## src/rtl/sar_pkg.sv

```systemverilog
package sar_pkg;
  localparam int DIV_W = 3;

  typedef logic [1:0] div_sel_t;

  function automatic logic [DIV_W-1:0] div_limit(input div_sel_t sel);
    case (sel)
      2'd0:    return DIV_W'(1);
      2'd1:    return DIV_W'(2);
      default: return DIV_W'(4);
    endcase
  endfunction
endpackage

```

## src/rtl/sar_clk_div.sv

```systemverilog
module sar_clk_div
  import sar_pkg::*;
(
  input  logic     clk_i,
  input  logic     rst_ni,
  input  logic     run_i,
  input  div_sel_t sel_i,
  output logic     tick_o
);
  logic [DIV_W-1:0] dcnt_q;
  logic [DIV_W-1:0] lim;

  assign lim    = div_limit(sel_i);
  assign tick_o = run_i && (dcnt_q == lim - DIV_W'(1));

  always_ff @(posedge clk_i or negedge rst_ni) begin
    if (!rst_ni)      dcnt_q <= '0;
    else if (!run_i)  dcnt_q <= '0;
    else if (tick_o)  dcnt_q <= '0;
    else              dcnt_q <= dcnt_q + DIV_W'(1);
  end
endmodule

```

## src/rtl/sar_step_ctrl.sv

```systemverilog
module sar_step_ctrl #(
  parameter int CNT_W = 6
) (
  input  logic             clk_i,
  input  logic             rst_ni,
  input  logic             run_i,
  input  logic             tick_i,
  input  logic [CNT_W-1:0] len_i,
  input  logic [CNT_W-1:0] nbits_i,
  output logic             bit_phase_o,
  output logic [CNT_W-1:0] idx_o,
  output logic             last_o
);
  logic [CNT_W-1:0] cnt_q;
  logic [CNT_W-1:0] samp;

  // sampling ticks = total ticks minus decision ticks
  assign samp        = len_i - nbits_i;
  assign bit_phase_o = run_i && (cnt_q >= samp);
  assign idx_o       = nbits_i - CNT_W'(1) - (cnt_q - samp);
  assign last_o      = (cnt_q == len_i - CNT_W'(1));

  always_ff @(posedge clk_i or negedge rst_ni) begin
    if (!rst_ni)      cnt_q <= '0;
    else if (!run_i)  cnt_q <= '0;
    else if (tick_i)  cnt_q <= last_o ? '0 : cnt_q + CNT_W'(1);
  end
endmodule

```

## src/rtl/sar_approx.sv

```systemverilog
module sar_approx #(
  parameter int ADC_W = 10,
  parameter int CNT_W = 6
) (
  input  logic             clk_i,
  input  logic             rst_ni,
  input  logic             clr_i,
  input  logic             step_i,
  input  logic             wrap_i,
  input  logic             bit_phase_i,
  input  logic [CNT_W-1:0] idx_i,
  input  logic             cmp_i,
  output logic [ADC_W-1:0] trial_o,
  output logic [ADC_W-1:0] acc_nxt_o
);
  logic [ADC_W-1:0] acc_q;

  for (genvar b = 0; b < ADC_W; b++) begin : g_bit
    logic sel;
    assign sel          = bit_phase_i && (idx_i == CNT_W'(b));
    assign trial_o[b]   = acc_q[b] | sel;
    assign acc_nxt_o[b] = sel ? cmp_i : acc_q[b];
  end

  always_ff @(posedge clk_i or negedge rst_ni) begin
    if (!rst_ni)      acc_q <= '0;
    else if (clr_i)   acc_q <= '0;
    else if (wrap_i)  acc_q <= '0;
    else if (step_i)  acc_q <= acc_nxt_o;
  end
endmodule

```

## src/rtl/sar_seq_top.sv

```systemverilog
module sar_seq_top
  import sar_pkg::*;
#(
  parameter int ADC_W     = 10,
  parameter int RES_LO    = 8,
  parameter int NCH       = 12,
  parameter int CH_W      = 4,
  parameter int LEN_LO    = 49,
  parameter int LEN_HI    = 59,
  parameter int LEN_LO_SH = 28,
  parameter int LEN_HI_SH = 33
) (
  input  logic             clk_i,
  input  logic             rst_ni,
  input  logic             start_wr_i,
  input  logic             start_wdata_i,
  input  logic [CH_W-1:0]  chan_i,
  input  logic             res10_i,
  input  logic             repeat_i,
  input  logic             sh_en_i,
  input  logic [1:0]       div_i,
  input  logic             cmp_i,
  output logic [ADC_W-1:0] trial_o,
  output logic [CH_W-1:0]  chan_o,
  output logic             busy_o,
  output logic             start_o,
  output logic [ADC_W-1:0] result_o,
  output logic             done_o
);
  localparam int LEN_MAX = (LEN_HI > LEN_LO) ? LEN_HI : LEN_LO;
  localparam int CNT_W   = $clog2(LEN_MAX + 1);

  logic             start_q, busy_q, done_q, res10_q, sh_q, rep_q;
  logic [CH_W-1:0]  chan_q;
  div_sel_t         div_q;
  logic [ADC_W-1:0] result_q;

  logic             tick, bit_phase, last;
  logic [CNT_W-1:0] idx, len, nbits;
  logic [ADC_W-1:0] trial, acc_nxt;
  logic             wr_go, wr_stop, fin;

  assign wr_go   = start_wr_i && start_wdata_i && !busy_q && (chan_i < CH_W'(NCH));
  assign wr_stop = start_wr_i && !start_wdata_i;
  assign fin     = busy_q && tick && last;

  assign nbits = res10_q ? CNT_W'(ADC_W) : CNT_W'(RES_LO);
  always_comb begin
    case ({res10_q, sh_q})
      2'b00:   len = CNT_W'(LEN_LO);
      2'b10:   len = CNT_W'(LEN_HI);
      2'b01:   len = CNT_W'(LEN_LO_SH);
      default: len = CNT_W'(LEN_HI_SH);
    endcase
  end

  sar_clk_div u_div (
    .clk_i  (clk_i),
    .rst_ni (rst_ni),
    .run_i  (busy_q),
    .sel_i  (div_q),
    .tick_o (tick)
  );

  sar_step_ctrl #(.CNT_W(CNT_W)) u_step (
    .clk_i       (clk_i),
    .rst_ni      (rst_ni),
    .run_i       (busy_q),
    .tick_i      (tick),
    .len_i       (len),
    .nbits_i     (nbits),
    .bit_phase_o (bit_phase),
    .idx_o       (idx),
    .last_o      (last)
  );

  sar_approx #(.ADC_W(ADC_W), .CNT_W(CNT_W)) u_approx (
    .clk_i       (clk_i),
    .rst_ni      (rst_ni),
    .clr_i       (!busy_q),
    .step_i      (tick && bit_phase),
    .wrap_i      (fin),
    .bit_phase_i (bit_phase),
    .idx_i       (idx),
    .cmp_i       (cmp_i),
    .trial_o     (trial),
    .acc_nxt_o   (acc_nxt)
  );

  always_ff @(posedge clk_i or negedge rst_ni) begin
    if (!rst_ni) begin
      start_q  <= 1'b0;
      busy_q   <= 1'b0;
      done_q   <= 1'b0;
      res10_q  <= 1'b0;
      sh_q     <= 1'b0;
      rep_q    <= 1'b0;
      chan_q   <= '0;
      div_q    <= '0;
      result_q <= '0;
    end else begin
      done_q <= 1'b0;
      if (wr_stop) begin
        start_q <= 1'b0;
        busy_q  <= 1'b0;
      end else if (wr_go) begin
        start_q <= 1'b1;
        busy_q  <= 1'b1;
        chan_q  <= chan_i;
        res10_q <= res10_i && !repeat_i;  // repeat runs at low resolution only
        sh_q    <= sh_en_i;
        rep_q   <= repeat_i;
        div_q   <= div_i;
      end else if (fin) begin
        result_q <= acc_nxt;
        done_q   <= 1'b1;
        if (!rep_q) begin
          start_q <= 1'b0;
          busy_q  <= 1'b0;
        end
      end
    end
  end

  assign trial_o  = busy_q ? trial : '0;
  assign chan_o   = chan_q;
  assign busy_o   = busy_q;
  assign start_o  = start_q;
  assign result_o = result_q;
  assign done_o   = done_q;
endmodule

```

## config.mk

```make
export PLATFORM = sky130hd
export DESIGN_NAME = sar_seq_top
export DESIGN_NICKNAME = d
export VERILOG_FILES = /design/src/rtl/sar_pkg.sv /design/src/rtl/sar_clk_div.sv /design/src/rtl/sar_step_ctrl.sv /design/src/rtl/sar_approx.sv /design/src/rtl/sar_seq_top.sv
export SDC_FILE = /design/constraint.sdc
export NUM_CORES = 1
export LEC_CHECK = 0
export BUFFER_PORTS_ARGS = -buffer_cell sky130_fd_sc_hd__buf_2
export CORE_UTILIZATION = 52
export DETAILED_ROUTE_END_ITERATION = 8
export HOLD_SLACK_MARGIN = 0.05
export PLACE_DENSITY = 0.74
export SETUP_SLACK_MARGIN = 0.3
export SYNTH_ARGS = -nofsm -noshare
export SYNTH_HDL_FRONTEND = slang
export SYNTH_SLANG_ARGS = --single-unit
```

## constraint.sdc

```tcl
create_clock -name clk_i -period 11.7 [get_ports clk_i]
set_clock_uncertainty 0.1 [all_clocks]
set_input_delay 0.585 -clock clk_i [delete_from_list [all_inputs] [get_ports clk_i]]
set_output_delay 0.585 -clock clk_i [all_outputs]
set_load 0.005 [all_outputs]
```

==> flow_summary_export.csv <==
group,metric,value,unit
run_status,status,"completed",
setup_path,crit_slowest_cell,"fa_1",
finish,final_nets,379,
clock_tree,post-cts-setup-buffer-count,0,
finish,stdcell_area,3230,um^2
drt,drtIter0Drc,127,
setup_path,path_delay_family,"simple AND/OR/NAND/NOR gates",
placed_design,numPlacedInstances,406,
logic_synthesis,synth_top_area_frac,0.350,
timing,fin_crit_sh,0.404,
clock_tree,cts.sinks,40,
finish,fill_cells,450,
drt,drt_pass1_iterations,4,
die,start_util,0.549,
clock_tree,clk_latency,0.30,ns
timing,slew_headroom,0.299,
die,die_h,76.2,um
drt,via_per_inst,5.79,
clock_tree,clk_path_buf_depth,2,
finish,utilization,0.620,
logic_synthesis,synth-main-ff-cell,"dfrtp_1",
placed_design,dpl-instance-area,3100,um^2
die,pin_count,41,
timing,max_freq,212,MHz
grt,grt_use_total,0.241,
drt,vias,2391,
setup_path,required,11.02,ns
timing,tns,0,ns
setup_path,slowest_delay,0.48,ns
placed_design,hpwl,4.66,mm
setup_path,timing.critical_path.buf_inv,4,
logic_synthesis,syn_avg_cell_area,9.28,um^2
grt,grt_pass1_vias,2394,
finish,layout-drive-gt1-share,0.213,
die,core,5200,um^2
finish,area.growth.synth_to_final,12.9,%
timing,rsz0062_at_grt,"false",
die,dieWidth,76.2,um
placed_design,place_congestion,0.907,
logic_synthesis,synthAdderAreaFrac,0.102,
clock_tree,ctsRootBufferMaster,"clkbuf_8",
logic_synthesis,seq_area_frac_synth,0.350,
setup_path,cp.arrival,4.04,ns
logic_synthesis,synth_top_family_by_area,"simple AND/OR/NAND/NOR gates",
setup_path,path_class,"reg -> out",
pwr,total_leakage_power,1.44,nW
pwr,power.density,195,nW/um^2
grt,grt_pass1_wl,11.3,mm
logic_synthesis,synth_seq_cells,40,
logic_synthesis,synth_top_cell_by_area,"dfrtp_1",
drt,drt-total-wl,6.36,mm
clock_tree,cts.clk_slew.worst_paths,0.09,ns
logic_synthesis,synth_nets,344,
die,num_rows,26,
logic_synthesis,synthArstFlopShare,1.00,
logic_synthesis,synth_area,2860,um^2
drt,wl_per_cell,15.4,um
die,die_area,5800,um^2
timing,setup_viol,0,
setup_path,endpoint_kind,"output port",
clock_tree,ctsResizeCount,0,
clock_tree,cts_tree,"done",
finish,n_antenna_cell,0,
grt,antenna_found_initial,0,
pwr,ir_worst_vdd,0.0000991,V
finish,stdcell_count,413,
logic_synthesis,yosysWarningCount,0,
setup_path,cp_common_cell,"inv_1",
logic_synthesis,synthMuxAreaShare,0.0543,
setup_path,startpoint_type,"flop",
timing,finalHoldViolations,0,
setup_path,path_max_fanout,10,
placed_design,io_buffers,40,
logic_synthesis,syn_inst,308,
drt,ant_nets,0,
logic_synthesis,synth-edff-count,0,
logic_synthesis,synth_compound_area_frac,0.184,
timing,worst_slew_pin_slew,1.05,ns
logic_synthesis,synthDistinctLibCells,52,
logic_synthesis,yosys-top-cells-area,"dfrtp_1 35%, ha_1 8.8%, mux2_2 4.7%",
grt,overflow,0,
setup_path,cp_cell_sequence,"inv_1 > ha_1 > inv_1 > fa_1 > inv_1 > ha_1 > or2_2 > or4_1 > o311a_1 > or4_1 > nand2b_1 > a21oi_1 > buf_2",
worst_hold_path,hold_class,"in -> async",
timing,post-route-min-period,4.73,ns
clock_tree,hold_buffers,0,
timing,whs,0.312,ns
grt,grt_max_degree,41,
clock_tree,numCtsBuffers,5,
timing,slew_viol_final,0,
logic_synthesis,synthSimpleGateAreaFrac,0.216,
drt,drcViolationCount,0,
logic_synthesis,synth_xor_area_frac,0.0442,
flow_run,max-cap-violations,0,
clock_tree,h-tree-depth,2,
cell usage after synthesis (all sizes together), types with 2 or more instances:
library cell	count
xnor2	5
xor2	4
nand2b	22
and2	5
nor2	18
nor3	9
or4	12
o311ai	3
inv	25
o31ai	2
mux2	12
o211ai	17
clkbuf	9
dfrtp	40
o31a	4
and3	2
o21a	4
or3	2
o21ai	12
nor4	2
o311a	3
a211oi	2
a211o	2
fa	2
buf	3
a311o	2
ha	20
a31oi	4
nand2	19
a21oi	13
nand3	8
or2	6
mux2i	2
through the flow:
stage               setup WS [ns]  total power [mW]
floorplan                    7.57             0.421
global placement             7.43             0.487
detailed placement           7.30             0.494
CTS                          6.96             0.630
global route                 6.69             0.676
finish                       6.97             0.628
metal layers:
metal / track usage / wire (um)
met5: 0 / 0
met4: 0.0942 / 82
met3: 0.0335 / 214
met2: 0.419 / 3230
met1: 0.302 / 2840
power by group:
group	leakage (nW)	switching [mW]	total [mW]	internal, mW
combinational	0.840	0.210	0.330	0.120
clock	0.0642	0.0487	0.133	0.0840
sequential	0.538	0.0141	0.166	0.152
total	1.44	0.273	0.628	0.356
final timing paths:
check | start | to | slack (ns) | cells past startpoint
hold reg to reg | u_div.dcnt_q[0] | u_div.dcnt_q[0] | 0.40 | 1
setup / recovery | res10_q | trial_o[0] | 6.97 | 13
max in group asynchronous | rst_ni | u_step.cnt_q[4] | 10.61 | 1
min in group clk_i | u_div.dcnt_q[0] | u_div.dcnt_q[0] | 0.40 | 1
hold / removal | rst_ni | result_o[7] | 0.31 | 1
setup reg to reg | res10_q | u_approx.acc_q[2] | 7.71 | 12
flip-flops by register name (all words and copies together) (netlist names):
name            count
sh_q                1
result_o           10
busy_o              1
res10_q             1
u_approx.acc_q     10
rep_q               1
u_step.cnt_q        6
chan_o              4
done_o              1
div_q               2
u_div.dcnt_q        3
cells in the final DEF, fill, tap and decap left out, drive strengths merged, types with 6 or more instances in the layout:
| master | n |
|---|---|
| a21oi | 13 |
| or2 | 6 |
| mux2 | 12 |
| nand2b | 22 |
| ha | 20 |
| or4 | 12 |
| nor2 | 18 |
| dfrtp | 40 |
| inv | 25 |
| buf | 40 |
| o211ai | 17 |
| nand3 | 8 |
| o21ai | 12 |
| nor3 | 9 |
| nand2 | 19 |
cell type report:
class	instances	area, um^2	area share
multi-input combinational	231	1720	0.532
sequential	40	1000	0.310
clock inverter	2	60.1	0.0186
tap	70	87.6	0.0271
timing repair buffer	40	200	0.0620
clock buffer	5	68.8	0.0213
inverter	25	93.8	0.0291
cells by family (layout without fill, tap and decap cells):
logic type,Yosys count,count (layout)
simple gates,109,109
compound gates,75,75
flops,40,40
buf+inv,37,72
fa+ha+maj,22,22
mux,14,14
xor+xnor,11,11
(Power assumes the default switching activity.)
